--- config.mk ---
export PLATFORM = sky130hd
export DESIGN_NAME = bus_hold_arbiter
export DESIGN_NICKNAME = d
export VERILOG_FILES = /design/src/rtl/bh_pkg.sv /design/src/rtl/bh_phase_edge.sv /design/src/rtl/bh_lag_timer.sv /design/src/rtl/bh_sequencer.sv /design/src/rtl/bus_hold_arbiter.sv
export SDC_FILE = /design/constraint.sdc
export NUM_CORES = 1
export LEC_CHECK = 0
export BUFFER_PORTS_ARGS = -buffer_cell sky130_fd_sc_hd__buf_4
export CAP_MARGIN = 15
export CORE_AREA = 3 3 40 42
export DETAILED_ROUTE_END_ITERATION = 16
export DIE_AREA = 0 0 43 45
export PLACE_DENSITY = 0.47
export SLEW_MARGIN = 20
export SYNTH_ARGS = -nofsm -noshare
export SYNTH_HDL_FRONTEND = slang
export SYNTH_SLANG_ARGS = --single-unit
--- constraint.sdc ---
create_clock -name clk -period 2.5 [get_ports clk]
set_input_delay 0.25 -clock clk [delete_from_list [all_inputs] [get_ports clk]]
set_output_delay 0.25 -clock clk [all_outputs]
set_load 0.03 [all_outputs]
--- src/rtl/bh_pkg.sv ---
package bh_pkg;

  typedef enum logic [1:0] {
    BH_IDLE   = 2'd0,
    BH_GRANT  = 2'd1,
    BH_FLOAT  = 2'd2,
    BH_RESUME = 2'd3
  } bh_state_e;

  // acknowledge is low while the grant is held and the pins float
  function automatic logic ack_low(input bh_state_e s);
    return (s == BH_GRANT) || (s == BH_FLOAT);
  endfunction

  // pins are driven while idle and during the grant lag
  function automatic logic pins_drive(input bh_state_e s);
    return (s == BH_IDLE) || (s == BH_GRANT);
  endfunction

  function automatic logic stall_cpu(input bh_state_e s);
    return s != BH_IDLE;
  endfunction

  function automatic int lag_width(input int lag);
    return (lag < 1) ? 1 : $clog2(lag + 1);
  endfunction

endpackage

--- src/rtl/bh_phase_edge.sv ---
module bh_phase_edge #(
  parameter int SYNC_STAGES = 0
) (
  input  logic clk,
  input  logic rst_n,
  input  logic phase,
  output logic phase_fall
);
  logic phase_s;
  logic phase_q;

  generate
    if (SYNC_STAGES == 0) begin : g_direct
      assign phase_s = phase;
    end else begin : g_sync
      logic [SYNC_STAGES-1:0] chain;
      always_ff @(posedge clk or negedge rst_n) begin
        if (!rst_n) chain <= '0;
        else        chain <= {chain[SYNC_STAGES-2 >= 0 ? SYNC_STAGES-2 : 0:0], phase};
      end
      assign phase_s = chain[SYNC_STAGES-1];
    end
  endgenerate

  always_ff @(posedge clk or negedge rst_n) begin
    if (!rst_n) phase_q <= 1'b0;
    else        phase_q <= phase_s;
  end

  assign phase_fall = phase_q & ~phase_s;
endmodule

--- src/rtl/bh_lag_timer.sv ---
module bh_lag_timer #(
  parameter int LAG_PHI = 1
) (
  input  logic clk,
  input  logic rst_n,
  input  logic load,
  input  logic tick,
  output logic expire
);
  localparam int CW = bh_pkg::lag_width(LAG_PHI);
  localparam logic [CW-1:0] LOAD_VAL = CW'(LAG_PHI);
  localparam logic [CW-1:0] ONE = CW'(1);

  logic [CW-1:0] cnt;

  always_ff @(posedge clk or negedge rst_n) begin
    if (!rst_n)                 cnt <= '0;
    else if (load)              cnt <= LOAD_VAL;
    else if (tick && cnt != '0) cnt <= cnt - ONE;
  end

  assign expire = tick && (cnt == ONE);
endmodule

--- src/rtl/bh_sequencer.sv ---
module bh_sequencer
  import bh_pkg::*;
(
  input  logic      clk,
  input  logic      rst_n,
  input  logic      phase_fall,
  input  logic      bus_busy,
  input  logic      hold_req_n,
  input  logic      lag_expire,
  output bh_state_e state,
  output logic      grant_evt,
  output logic      release_evt,
  output logic      lag_load
);
  bh_state_e state_nx;

  assign grant_evt   = (state == BH_IDLE) && phase_fall && !bus_busy && !hold_req_n;
  assign release_evt = (state == BH_FLOAT) && phase_fall && hold_req_n;
  assign lag_load    = grant_evt | release_evt;

  always_comb begin
    state_nx = state;
    unique case (state)
      BH_IDLE:   if (grant_evt)   state_nx = BH_GRANT;
      BH_GRANT:  if (lag_expire)  state_nx = BH_FLOAT;
      BH_FLOAT:  if (release_evt) state_nx = BH_RESUME;
      BH_RESUME: if (lag_expire)  state_nx = BH_IDLE;
      default:                    state_nx = BH_IDLE;
    endcase
  end

  always_ff @(posedge clk or negedge rst_n) begin
    if (!rst_n) state <= BH_IDLE;
    else        state <= state_nx;
  end
endmodule

--- src/rtl/bus_hold_arbiter.sv ---
module bus_hold_arbiter
  import bh_pkg::*;
#(
  parameter int LAG_PHI     = 1,
  parameter int SYNC_STAGES = 0
) (
  input  logic clk,
  input  logic rst_n,
  input  logic phase,
  input  logic bus_busy,
  input  logic hold_req_n,
  output logic hold_ack_n,
  output logic pin_oe,
  output logic cpu_stall
);
  logic      phase_fall;
  logic      lag_expire;
  logic      lag_load;
  logic      grant_evt;
  logic      release_evt;
  bh_state_e state;

  bh_phase_edge #(.SYNC_STAGES(SYNC_STAGES)) u_edge (
    .clk(clk), .rst_n(rst_n), .phase(phase), .phase_fall(phase_fall)
  );

  bh_lag_timer #(.LAG_PHI(LAG_PHI)) u_lag (
    .clk(clk), .rst_n(rst_n), .load(lag_load), .tick(phase_fall), .expire(lag_expire)
  );

  bh_sequencer u_seq (
    .clk(clk), .rst_n(rst_n), .phase_fall(phase_fall), .bus_busy(bus_busy),
    .hold_req_n(hold_req_n), .lag_expire(lag_expire), .state(state),
    .grant_evt(grant_evt), .release_evt(release_evt), .lag_load(lag_load)
  );

  assign hold_ack_n = ~ack_low(state);
  assign pin_oe     = pins_drive(state);
  assign cpu_stall  = stall_cpu(state);
endmodule

# ---- Word level (Yosys, flattened, before mapping)
# Index checks and enable logic that the tools add are counted.
# Widths: inputs -> output; s select.
dict set report totals {
  in_bits 5
  regBits 4
  output_inout_bits 3
  wordCells 36
}
dict set report classes {
  reduce_logical 14
  n_bitwise 4
  eq_ne 7
  mux 7
  addsub 1
}
# cell count
set op_table {}
lappend op_table {{$mux 2} 4}
lappend op_table {{$pmux 2 s4} 1}
lappend op_table {{$logic_and 1x1->1} 6}
lappend op_table {{$eq 2x2->1 const B} 2}
lappend op_table {{$ne 2x1->1 const B} 2}
lappend op_table {{$ne 2x2->1 const B} 2}
lappend op_table {{$reduce_and 4->1} 1}
lappend op_table {{$reduce_bool 2->1} 2}
lappend op_table {{$eq 2x1->1 const B} 1}
lappend op_table {{$logic_not 1->1} 2}
lappend op_table {{$logic_not 2->1} 1}
lappend op_table {{$logic_or 1x1->1} 2}
lappend op_table {{$mux 1} 2}
lappend op_table {{$not 1->1} 2}
lappend op_table {{$and 1x1->1} 1}
lappend op_table {{$or 1x1->1} 1}
lappend op_table {{$sub 1x1->1 const B} 1}

# ---- Longest topological paths before layout
dict set report logic_depth {
  word_depth 7
  mapped_depth 5
  mapped_depth_nobuf 5
}

# ---- Modules after synthesis
# Synthesis repeated with hierarchy kept, for this count alone.
dict set report unflattened {
  hier_cells 33
  area_unflattened_um2 331.6
}
# mod area_each_um2 seq_area_each_um2 cells_each instances
set modules_own_cells {}
lappend modules_own_cells {bh_sequencer 202.7 50.0 20 1}
lappend modules_own_cells {bus_hold_arbiter 46.3 0.0 7 1}
lappend modules_own_cells {bh_lag_timer 43.8 25.0 4 1}
lappend modules_own_cells {bh_phase_edge 38.8 25.0 2 1}

# ---- Least setup slack after synthesis
# No wires, ideal clock.
dict set report synth_timing {
  kind {flip-flop to flip-flop}
  start {register u_edge.phase_q}
  end {register u_seq.state[1]}
  path_stages_with_launch 4
  setup_ps 80
  period_less_slack_ps 1528
  n_path_buf 0
  arrival_ps 1447
  setup_slack_ps 972
  t_required_ps 2420
  cell_sequence {dfrtp_1 or4b_1 a222oi_1 mux2i_1}
}
dict set report synth_between {
  elab_chain_cells 6
}
# item line_no
set synth_rtl {}
lappend synth_rtl {{from (decl)} bh_phase_edge.sv:10} ;# logic phase_q;
lappend synth_rtl {{from (signal assigned)} bh_phase_edge.sv:27} ;# else phase_q <= phase_s;
lappend synth_rtl {{$and 1x1->1 *} bh_phase_edge.sv:30} ;# assign phase_fall = phase_q & ~phase_s;
lappend synth_rtl {{$logic_and 1x1->1 (3 in series)} bh_sequencer.sv:17} ;# assign grant_evt = (state == BH_IDLE) && phase_fall && !bus_busy && !hold_req_n;
lappend synth_rtl {{$ne 2x1->1 (no line)} n/a}
lappend synth_rtl {{$reduce_and 4->1 (no line) *} n/a}
lappend synth_rtl {{to (signal assigned)} bh_sequencer.sv:34} ;# else state <= state_nx;
lappend synth_rtl {{to (decl)} bh_sequencer.sv:10} ;# output bh_state_e state,
# Every way passes the cells marked *; elsewhere a longest branch is shown, timed or not.
# A chain may end at the register's enable or synchronous reset.

# ---- Final worst setup path
dict set report layout_timing {
  start {register u_seq.state[0]}
  end {output port pin_oe}
}
dict set report layout_between {
  elab_chain_cells 2
}
# item line_no
set layout_rtl {}
lappend layout_rtl {{$eq 2x1->1 or $logic_not 2->1 (tied branches)} bh_pkg.sv:17} ;# return (s == BH_IDLE) || (s == BH_GRANT);
lappend layout_rtl {{$logic_or 1x1->1 *} bh_pkg.sv:17}
lappend layout_rtl {{to (decl)} bus_hold_arbiter.sv:13} ;# output logic pin_oe,
# Marks and branches as above.

==> impl_metrics.toml <==
[critical_path]
crit_start = "u_seq.state[0]"
worst-path-max-fanout = 5
r2r_end = "u_seq.state[1]"
cp-endpoint = "pin_oe"
cp_cell_sequence = "inv_1, ha_1, or2_2, buf_4"
endpoint_kind = "primary output"
crit_slowest_cell = "dfrtp_1"
required_ns = 2.25
r2r_start = "u_edge.phase_q"
cp_slowest_stage_delay_ns = 0.39
arrival_ns = 1.43
r2r_cells = 3
crit_type = "register to primary output"
start_kind = "register"
ff2ff_setup_slack_ns = 0.85

[synth]
yosys_warnings = 0
synth_seq_cells = 4
ys_seq_area_share_pct = 35.4
syn-cell-area_um2 = 283
syn-num-nets = 38
synthCells = 28
synth_top_area_share_pct = 35.4
ys_types = 16
syn_area_per_cell_um2 = 10.1
synth_top_area_cell = "dfrtp_1"
synthTopCellsByArea = "dfrtp_1 (35%), ha_1 (22%), inv_1 (5.3%)"

[layout]
synthToLayoutAreaGrowth_pct = 36.7
fin_nets = 51
antenna_cells = 0
drive_gt1_share_pct = 30.8
post-route-util_pct = 30.1

[global_route]
grt_pass1_vias = 249
gr-total-overflow = 0
grt_usage_pct = 6.78
grt_antenna_before_repair = 0
grt_pass1_wl_um = 945
grt_max_degree = 6

[clocking]
clock_latency_ns = 0.23
htreeDepth = 1
cts_buffers = 3
cts-root-buf = "clkbuf_4"
cts_buffer_depth = 2
cts_tree = "done"
clk_pin_slew_ns = 0.04
cts.sinks = 4

[die]
die_x_um = 43
initial_core_util_pct = 22.0
core_um2 = 1280
die-area_um2 = 1940
die_h_um = 45
core.rowCount = 13
pin_count = 8

[placement]
io_buffers = 7
place_congestion = 0.669
dp.final_hpwl_um = 442

[timing]
hold_ws_ns = 0.155
slew_headroom_pct = 70.1
tns_ns = 0
fin_crit_sh_pct = 67.4
fmax_mhz = 594
tightest_slew_ns = 0.448
skew_ns = 0.00442
rsz0062_at_grt = "false"
finalMaxSlewViolations = 0
fin_crit_ns = 1.68
setup_viol = 0
finalHoldViolCount = 0

[detailed_routing]
drt.antenna.violating_nets = 0
drc = 0
drt_wl_total_um = 507
wl_per_cell_um = 9.39
drtPass1Iterations = 4
drt-initial-drc-count = 5
vias = 237
vias_per_cell = 4.39

[pwr]
cellLeakagePower_nw = 0.193
peakVddDrop_v = 0.000177
power-per-cell-area_nw_per_um2 = 402
power_w = 0.000156

[hold_path]
holdCritStartpoint = "phase"
hold_path_class = "primary input to register"

[run_status]
status = "finished, final reports clean"

[flow_run]
drv_cap = 0
-- where the power goes --
part | internal (W) | switching (W)
Combinational | 0.00000650 | 0.00000385
Sequential | 0.0000659 | 0.000000841
Clock | 0.0000536 | 0.0000248
Total | 0.000126 | 0.0000295
-- Yosys cell counts --
cell type / n
ha_1: 5
dfrtp_1: 4
inv_1: 4
nand3b_1: 2
or2_2: 2
a21oi_1: 1
a222oi_1: 1
a22oi_1: 1
a2bb2oi_1: 1
mux2i_1: 1
nand2_1: 1
nand2b_1: 1
nor2_1: 1
nor3b_1: 1
o21ai_1: 1
or4b_1: 1
-- critical path, delay by kind of cell (launching register included) --
| family | cells | cell delay, ns |
|---|---|---|
| DFF | 1 | 0.39 |
| and+or+nand+nor | 1 | 0.30 |
| buffers and inverters | 2 | 0.26 |
| adders and majority gates | 1 | 0.25 |
-- how the worst min path moves through the flow --
stage / endpoint / depth (start not counted) / slack, ns
finish: u_edge.phase_q / 1 / 0.16
floorplan: u_edge.phase_q / 0 / -0.05
global route: u_edge.phase_q / 1 / 0.15
global placement: u_seq.state[0] / 1 / 0.05
detailed placement: u_seq.state[1] / 1 / 0.05
CTS: u_edge.phase_q / 1 / 0.14
-- metal layers --
metal / wire [um] / track usage, % / up-vias
met1: 188 / 5.88 / 112
met3: 32 / 2.79 / 0
met5: 0 / 0 / -
li1: - / - / 121
met2: 286 / 12.3 / 4
met4: 0 / 5.42 / 0
-- cell type report --
cell class | instances | area (um^2)
inverters | 4 | 15.0
fillers | 135 | 898
clock buffers | 3 | 22.5
flip-flops and latches | 4 | 100
multi-input cells | 20 | 168
repair buffers | 8 | 62.6
well taps | 15 | 18.8
-- what timing repair did --
item	4_1_cts	5_1_grt
hold endpoints to repair	4	0
buffers inserted	0	0
hold buffers	1	0
resized for setup	0	0
-- through the flow --
step	std cells	instance area (um^2)	worst slack (ns)
after CTS	54	387	0.791
after floorplan	28	283	0.972
after detailed placement	50	354	0.774
final	54	387	0.816
after global placement	50	354	0.810
after global routing	54	387	0.685
-- kinds of logic (layout without fill, tap and decap cells) --
kind of cell	count (synthesis)	after routing	synth area share (%)
muxes	1	1	3.54
DFF	4	4	35.4
buffers and inverters	4	15	5.31
AOI/OAI and AO/OA	5	5	12.8
and+or+nand+nor	9	9	20.8
adders and majority gates	5	5	22.1
-- layout by cell type, fill, tap and decap left out, types with 2 or more instances in the layout --
master    n
ha_1      5
dfrtp_1   4
nand3b_1  2
or2_2     2
inv_1     4
buf_4     7
clkbuf_4  3
-- sequential cells by signal, summed over array words and instances (netlist names) --
name / count
u_seq.state: 2
u_edge.phase_q: 1
u_lag.cnt: 1
Power figures use the tool's default switching activity.
